## config.mk

```make
export PLATFORM = sky130hd
export DESIGN_NAME = priv_guard
export DESIGN_NICKNAME = d
export VERILOG_FILES = /design/src/rtl/priv_pkg.sv /design/src/rtl/priv_decode.sv /design/src/rtl/priv_sr_reg.sv /design/src/rtl/priv_tm_gen.sv /design/src/rtl/priv_guard.sv
export SDC_FILE = /design/constraint.sdc
export NUM_CORES = 1
export LEC_CHECK = 0
export BUFFER_PORTS_ARGS = -buffer_cell sky130_fd_sc_hd__buf_2
export CAP_MARGIN = 40
export CORE_ASPECT_RATIO = 0.75
export CORE_MARGIN = 2
export CORE_UTILIZATION = 24
export DETAILED_ROUTE_END_ITERATION = 10
export GPL_ROUTABILITY_DRIVEN = 1
export HOLD_SLACK_MARGIN = 0.05
export SETUP_SLACK_MARGIN = 0.4
export SLEW_MARGIN = 10
export SYNTH_ARGS = -nofsm -noshare
export SYNTH_HDL_FRONTEND = slang
export SYNTH_SLANG_ARGS = --single-unit
```

## constraint.sdc

```tcl
create_clock -name clk -period 4.1 [get_ports clk]
set_input_delay 0.615 -clock clk [delete_from_list [all_inputs] [get_ports clk]]
set_output_delay 0.615 -clock clk [all_outputs]
set_load 0.05 [all_outputs]
```

## src/rtl/priv_pkg.sv

```systemverilog
package priv_pkg;
  typedef enum logic [2:0] {
    IC_NORMAL = 3'd0,
    IC_STOP   = 3'd1,
    IC_RESET  = 3'd2,
    IC_SRWR   = 3'd3,
    IC_RTE    = 3'd4,
    IC_TRAP   = 3'd5
  } iclass_e;

  localparam logic [1:0] TM_USER = 2'b01;
  localparam logic [1:0] TM_SUPV = 2'b10;

  typedef struct packed {
    logic needs_sup;   // refused in user mode
    logic loads_sr;    // replaces SR when allowed
    logic is_stop;
    logic is_reset;
    logic is_trap;
  } dec_t;
endpackage

```

## src/rtl/priv_decode.sv

```systemverilog
module priv_decode
  import priv_pkg::*;
(
  input  logic       issue,
  input  logic [2:0] iclass,
  output dec_t       dec
);
  always_comb begin
    dec = '0;
    if (issue) begin
      unique case (iclass)
        IC_STOP:  begin dec.needs_sup = 1'b1; dec.is_stop  = 1'b1; end
        IC_RESET: begin dec.needs_sup = 1'b1; dec.is_reset = 1'b1; end
        IC_SRWR:  begin dec.needs_sup = 1'b1; dec.loads_sr = 1'b1; end
        IC_RTE:   begin dec.needs_sup = 1'b1; dec.loads_sr = 1'b1; end
        IC_TRAP:  dec.is_trap = 1'b1;
        default:  dec = '0;
      endcase
    end
  end
endmodule

```

## src/rtl/priv_sr_reg.sv

```systemverilog
module priv_sr_reg #(
  parameter int SRW  = 16,
  parameter int SBIT = 13
) (
  input  logic           clk,
  input  logic           rst,
  input  logic           enter,
  input  logic           load,
  input  logic [SRW-1:0] wdata,
  output logic [SRW-1:0] sr_q,
  output logic [SRW-1:0] sr_d,
  output logic           push,
  output logic [SRW-1:0] push_data
);
  localparam logic [SRW-1:0] SR_RST  = SRW'(1) << SBIT;
  localparam logic [SRW-1:0] SUP_MSK = SRW'(1) << SBIT;

  always_comb begin
    sr_d = sr_q;
    if (enter)     sr_d = sr_q | SUP_MSK;
    else if (load) sr_d = wdata;
  end

  always_ff @(posedge clk) begin
    if (rst) begin
      sr_q      <= SR_RST;
      push      <= 1'b0;
      push_data <= '0;
    end else begin
      sr_q <= sr_d;
      push <= enter;
      if (enter) push_data <= sr_q;
    end
  end

  // stacked value is the SR held before entry
  a_r8_push_old: assert property (@(posedge clk) disable iff (rst)
    push |-> push_data == $past(sr_q));
  // entry leaves supervisor bit set
  a_r8_sup_after: assert property (@(posedge clk) disable iff (rst)
    push |-> sr_q[SBIT]);
endmodule

```

## src/rtl/priv_tm_gen.sv

```systemverilog
module priv_tm_gen
  import priv_pkg::*;
(
  input  logic       clk,
  input  logic       rst,
  input  logic       sup_d,
  output logic [1:0] tm,
  output logic       sp_sup
);
  always_ff @(posedge clk) begin
    if (rst) begin
      tm     <= TM_SUPV;
      sp_sup <= 1'b1;
    end else begin
      tm     <= sup_d ? TM_SUPV : TM_USER;
      sp_sup <= sup_d;
    end
  end

  a_r2_tm_onehot: assert property (@(posedge clk) disable iff (rst)
    $onehot0(tm) && tm != 2'b00);
endmodule

```

## src/rtl/priv_guard.sv

```systemverilog
module priv_guard
  import priv_pkg::*;
#(
  parameter int SRW  = 16,
  parameter int SBIT = 13
) (
  input  logic           clk,
  input  logic           rst,
  input  logic           issue,
  input  logic [2:0]     iclass,
  input  logic [SRW-1:0] sr_wdata,
  input  logic           exc_in,
  output logic           sup_mode,
  output logic [SRW-1:0] sr_value,
  output logic           priv_viol,
  output logic           sr_push,
  output logic [SRW-1:0] sr_push_data,
  output logic           stop_go,
  output logic           reset_go,
  output logic [1:0]     tm,
  output logic           sp_sup
);
  dec_t           dec;
  logic [SRW-1:0] sr_q, sr_d;
  logic           cur_sup, viol, enter, load;

  priv_decode u_dec (.issue(issue), .iclass(iclass), .dec(dec));

  assign cur_sup = sr_q[SBIT];
  assign viol    = !exc_in && dec.needs_sup && !cur_sup;
  assign enter   = exc_in || dec.is_trap || viol;
  assign load    = !exc_in && dec.loads_sr && cur_sup;

  priv_sr_reg #(.SRW(SRW), .SBIT(SBIT)) u_sr (
    .clk(clk), .rst(rst), .enter(enter), .load(load), .wdata(sr_wdata),
    .sr_q(sr_q), .sr_d(sr_d), .push(sr_push), .push_data(sr_push_data)
  );

  priv_tm_gen u_tm (
    .clk(clk), .rst(rst), .sup_d(sr_d[SBIT]), .tm(tm), .sp_sup(sp_sup)
  );

  always_ff @(posedge clk) begin
    if (rst) begin
      priv_viol <= 1'b0;
      stop_go   <= 1'b0;
      reset_go  <= 1'b0;
    end else begin
      priv_viol <= viol;
      stop_go   <= !exc_in && cur_sup && dec.is_stop;
      reset_go  <= !exc_in && cur_sup && dec.is_reset;
    end
  end

  assign sr_value = sr_q;
  assign sup_mode = sr_q[SBIT];

  // a refused instruction lands the core in supervisor mode with a push
  a_r9_viol_enters: assert property (@(posedge clk) disable iff (rst)
    priv_viol |-> sup_mode && sr_push && !sr_push_data[SBIT]);
  // refused instructions never take effect
  a_r3_no_effect: assert property (@(posedge clk) disable iff (rst)
    priv_viol |-> !stop_go && !reset_go);
  // bus tag tracks the mode bit
  a_r2_tm_match: assert property (@(posedge clk) disable iff (rst)
    tm == (sup_mode ? TM_SUPV : TM_USER) && sp_sup == sup_mode);
  // supervisor bit only falls after an allowed SR load
  a_r12_fall_only_load: assert property (@(posedge clk) disable iff (rst)
    $fell(sup_mode) |-> $past(issue && !exc_in &&
      (iclass == 3'd3 || iclass == 3'd4)));
  // accepted stop/reset only in supervisor mode, SR untouched
  a_r4_stop_sup: assert property (@(posedge clk) disable iff (rst)
    (stop_go || reset_go) |-> sup_mode && $stable(sr_value));
endmodule

```

---- Yosys cells after proc, flatten, opt, wreduce, memory -nomap -nowiden ----
Cells that the tools add are included.
storage, ports and cells
  register bits after elaboration ......... 38
  input port bits ......................... 23
  output and inout port bits .............. 40
  logic and storage cells ................. 37
operators by class
  equal/unequal tests ..................... 5
  muxes and demuxes ....................... 9
  bitwise operators ....................... 1
  reduce and logical (&&, ||, !) cells .... 14
operator list
  kind                count
  $mux 14             2
  $logic_and 1x1->1   7
  $eq 3x2->1 const B  2
  $eq 3x3->1 const B  2
  $mux 1              5
  $mux 5              1
  $reduce_or 4->1     1
  $eq 3x1->1 const B  1
  $logic_not 1->1     2
  $logic_or 1x1->1    2
  $mux 2              1
  $reduce_and 2->1    1
  $reduce_or 2->1     1
  $not 1->1           1

---- Logic depth before layout (Yosys ltp) ----
  depth in word-level cells ............... 9
  mapped depth ............................ 5
  depth with buffers taken out ............ 3

---- Modules after synthesis ----
From an unflattened synthesis, not the netlist that was laid out.
second synthesis, totals
  cell total of the unflattened synthesis .. 169
  area, all modules ....................... 1775.5 um2
modules (own cells, without submodules)
  module       instances  cells an instance  area each (um2)  seq. area each (um2)
  priv_sr_reg  1          144                1515.2           660.6
  priv_guard   1          10                 126.4            60.1
  priv_decode  1          10                 76.3             0.0
  priv_tm_gen  1          5                  57.6             40.0

---- Worst setup path before layout ----
Ideal clock, no wire load.
  kind .................................... register to register
  start point ............................. register, netlist name u_tm.sp_sup
  end point ............................... register stop_go
  setup time .............................. 80 ps
  data arrival time ....................... 1778 ps
  required time ........................... 4020 ps
  setup slack ............................. 2242 ps
  cell stages (with the launch flop) ...... 4
  path buffers ............................ 0
  clock period less this slack ............ 1858 ps
  path through ............................ dfxtp_1 -> inv_1 -> or4_2 -> nor3b_1
RTL lines
  what                    RTL line          text
  end signal: assignment  priv_guard.sv:50  stop_go <= !exc_in && cur_sup && dec.is_stop;
  end: declaration        priv_guard.sv:18  output logic stop_go,

---- Final worst setup path ----
  start point ............................. input iclass[1]
  end point ............................... register u_sr.sr_q[14]
on the way
  word-level cells in the longest chain between the ends .. 9
  elaborated cells on any way between the ends .. 19
  those cells by class .................... eq/ne: 5; mux: 4; bitwise: 1; reduce/logical: 9
ends and longest elaborated chain
  what                                      RTL line           text
  start: declaration                        priv_guard.sv:10   input logic [2:0] iclass,
  $eq 3x1->1, or another cell as far along  priv_decode.sv:11  unique case (iclass)
  $reduce_or 4->1 (no line)                 -
  $mux 1                                    priv_decode.sv:11
  $mux 5 (*)                                priv_decode.sv:10  if (issue) begin
  $logic_and 1x1->1 (2 in series)           priv_guard.sv:30   assign viol = !exc_in && dec.needs_sup && !cur_sup;
  $logic_or 1x1->1                          priv_guard.sv:31   assign enter = exc_in || dec.is_trap || viol;
  $not 1->1 (no line)                       -
  $reduce_and 2->1 (no line) (*)            -
  end signal: assignment                    priv_sr_reg.sv:30  sr_q <= sr_d;
  end: declaration                          priv_sr_reg.sv:10  output logic [SRW-1:0] sr_q,
Every way passes the cells marked *; elsewhere a longest branch is shown, timed or not.
A chain may end at the register's enable or synchronous reset.

==> results.py <==
metrics = {
    "clock_tree": {
        "cts_tree": "done",
        "clk_pin_slew_ps": 80,
        "root_buffer": "clkbuf_8",
        "ctsHoldBuffers": 0,
        "htree_levels": 2,
        "numCtsBuffers": 5,
        "post_cts.repair.setup_buffers": 0,
        "worstSkewPairLatency_ps": 280,
        "clock_sinks": 37,
        "cts_resized": 0,
        "clockBufferDepth": 2,
    },
    "grt": {
        "track_usage_pct": 10.2,
        "grt_antenna_before_repair": 0,
        "grt-ovfl-total": 0,
        "grt_pass1_wl_mm": 5.22,
        "grt_pass1_vias": 1073,
        "grt_max_degree": 50,
    },
    "sta": {
        "maxSlewViolCount": 0,
        "worst_hold_slack_ps": 458,
        "fin_tns_setup_ps": 0,
        "hold_viol_final": 0,
        "fmax_mhz": 513,
        "setup_viol": 0,
        "period_share_pct": 47.6,
        "skew_ps": 8.55,
        "rsz0062_at_grt": "no",
        "slew-limit-headroom_pct": 59.1,
        "tightest_slew_ps": 611,
        "setup_ws_ps": 2150,
        "min_period_ps": 1950,
    },
    "cells_and_area": {
        "n_antenna_cell": 0,
        "layout-drive-gt1-share_pct": 37.7,
        "stdcell_count": 285,
        "areaGrowthSynthToFinish_pct": 36.4,
        "nets": 229,
        "n_fill_cell": 621,
    },
    "detailed_routing": {
        "drt-vias-per-instance": 4.14,
        "drt-pass1-iter-count": 4,
        "drt_iter0_markers": 23,
        "vias": 1181,
        "route.detailed.drc": 0,
        "wirelength_mm": 3.22,
        "ant_nets": 0,
        "post_drt_wl_per_cell_microns": 11.3,
    },
    "die": {
        "fp-row-count": 24,
        "start_util_pct": 24.9,
        "die_x_microns": 93.7,
        "core-area_sq_mm": 0.00583,
        "fp.dieH_microns": 71.3,
        "io_pins": 63,
        "die-area_sq_mm": 0.00668,
    },
    "pwr": {
        "finalPower_uw": 828,
        "p_switching_uw": 191,
        "power.internal_uw": 637,
        "power_frac_comb_pct": 10.5,
        "p_sw_share_pct": 23.1,
        "p_seq_share_pct": 44.5,
        "clkPwrFrac_pct": 45.0,
        "peakVddDrop_uv": 148,
        "p_leak_uw": 0.000924,
        "powerDensity_mw_per_mm2": 419,
    },
    "logic_synthesis": {
        "ys_ff_latch": 37,
        "synth_top_area_cell": "dfxtp_1",
        "syn_area_per_cell_sq_um": 9.99,
        "ys_top_cells_by_area": "dfxtp_1 (51%), mux2i_1 (21%), nand2_1 (12%)",
        "netlist.area_leader.share_pct": 51.1,
        "seq_area_frac_synth_pct": 51.1,
        "synthCells": 145,
        "syn_nets": 168,
        "netlist_area_sq_mm": 0.00145,
        "ys_warn_count": 0,
        "ys_types": 22,
    },
    "placed_design": {
        "gp_congestion": 0.679,
        "place_ws_ps": 1820,
        "place_hpwl_mm": 2.33,
        "io_buffer_count": 62,
        "dp.cells": 277,
    },
    "setup_path": {
        "crit_type": "in -> reg",
        "cp.required_ps": 4310,
        "crit_arrival_ps": 2160,
        "path_max_fanout": 8,
        "cp-start-kind": "input pin",
        "critical_path.endpoint_type": "flop",
    },
    "run_status": {
        "run_status": "finished clean",
    },
    "flow_run": {
        "cap_violations": 0,
    },
    "min_path": {
        "hp-class": "reg -> reg",
    },
}
[path summary, 6_finish.rpt]
check	from	end	slack, ps	depth (start not counted)
min reg2reg	u_sr.push_data[13]$_SDFFE_PP0P_	u_sr.push_data[13]$_SDFFE_PP0P_	460	2
min	u_sr.push_data[13]$_SDFFE_PP0P_	u_sr.push_data[13]$_SDFFE_PP0P_	460	2
max reg2reg	u_tm.sp_sup$_SDFF_PP1_	u_sr.push_data[7]$_SDFFE_PP0P_	2370	4
max	iclass[1]	u_sr.sr_q[14]$_SDFFE_PP0P_	2150	5
[per-stage QoR]
step | cell area [sq um] | utilization (%)
CTS | 1980 | 33.9
detailed placement | 1840 | 31.6
finish | 1980 | 33.9
global placement | 1810 | 31.1
floorplan | 1450 | -
global route | 1980 | 33.9
[Yosys cell counts]
cell	number
buf_4	5
dfxtp_1	37
inv_1	2
o21bai_1	1
clkbuf_1	5
or4_2	1
o211a_1	1
nand3b_1	1
buf_8	1
nor2_1	1
o211ai_1	1
or3_1	1
a2111oi_0	1
a41oi_1	1
a21bo_2	1
nand2_1	48
a211oi_1	1
mux2i_1	31
nand2b_1	1
a211oi_4	1
nor3b_1	2
or3b_4	1
[cell type report]
| cell class | instances | area [sq um] | share of cell area [%] |
|---|---|---|---|
| multi-input cells | 95 | 648 | 32.8 |
| repair buffers | 65 | 348 | 17.6 |
| clock buffers | 5 | 68.8 | 3.48 |
| clock inverters | 3 | 65.1 | 3.29 |
| flip-flops and latches | 37 | 741 | 37.5 |
| well taps | 78 | 97.6 | 4.94 |
| inverters | 2 | 7.51 | 0.380 |
[sequential cells by signal (all words and copies together), names as in the netlist]
name / count
priv_viol: 1
reset_go: 1
stop_go: 1
u_sr.push: 1
u_sr.push_data: 16
u_sr.sr_q: 15
u_tm.sp_sup: 1
u_tm.tm: 1
[critical path, stage by stage]
cell	delay (ps)
buf_2	130
or3b_4	420
a211oi_4	560
buf_8	230
mux2i_1	180
[power by group through the flow]
| stage | registers [uW] | logic (uW) | clock network [uW] |
|---|---|---|---|
| final | 369 | 86.8 | 373 |
| after global routing | 370 | 93.4 | 405 |
| after CTS | 369 | 88.1 | 388 |
| after detailed placement | 377 | 87.9 | 0 |
| after global placement | 377 | 85.1 | 0 |
| after floorplan | 401 | 34.7 | 0 |
[cells by family after synthesis]
kind of cell	after synthesis	synth area share [%]
and+or+nand+nor	56	16.5
muxes	31	21.4
DFF	37	51.1
buffers and inverters	13	5.44
AOI/OAI and AO/OA	8	5.53
[metal layers]
layer,global-route usage [%],share of wire [%],up-vias
li1,-,-,605
met1,12.8,47,533
met2,15.9,45,41
met3,4.42,7.9,2
met4,3.38,0.40,0
met5,0,0,-
[layout by cell type, fill, tap and decap left out, types with 2 or more instances in the layout]
| cell | synthesis | routed |
|---|---|---|
| buf_2 | 0 | 62 |
| nand2_1 | 48 | 48 |
| dfxtp_1 | 37 | 37 |
| mux2i_1 | 31 | 31 |
| clkbuf_8 | 0 | 5 |
| inv_1 | 2 | 2 |
| nor3b_1 | 2 | 2 |
| bufinv_16 | 0 | 2 |
| buf_8 | 1 | 2 |
Power figures use the tool's default switching activity.
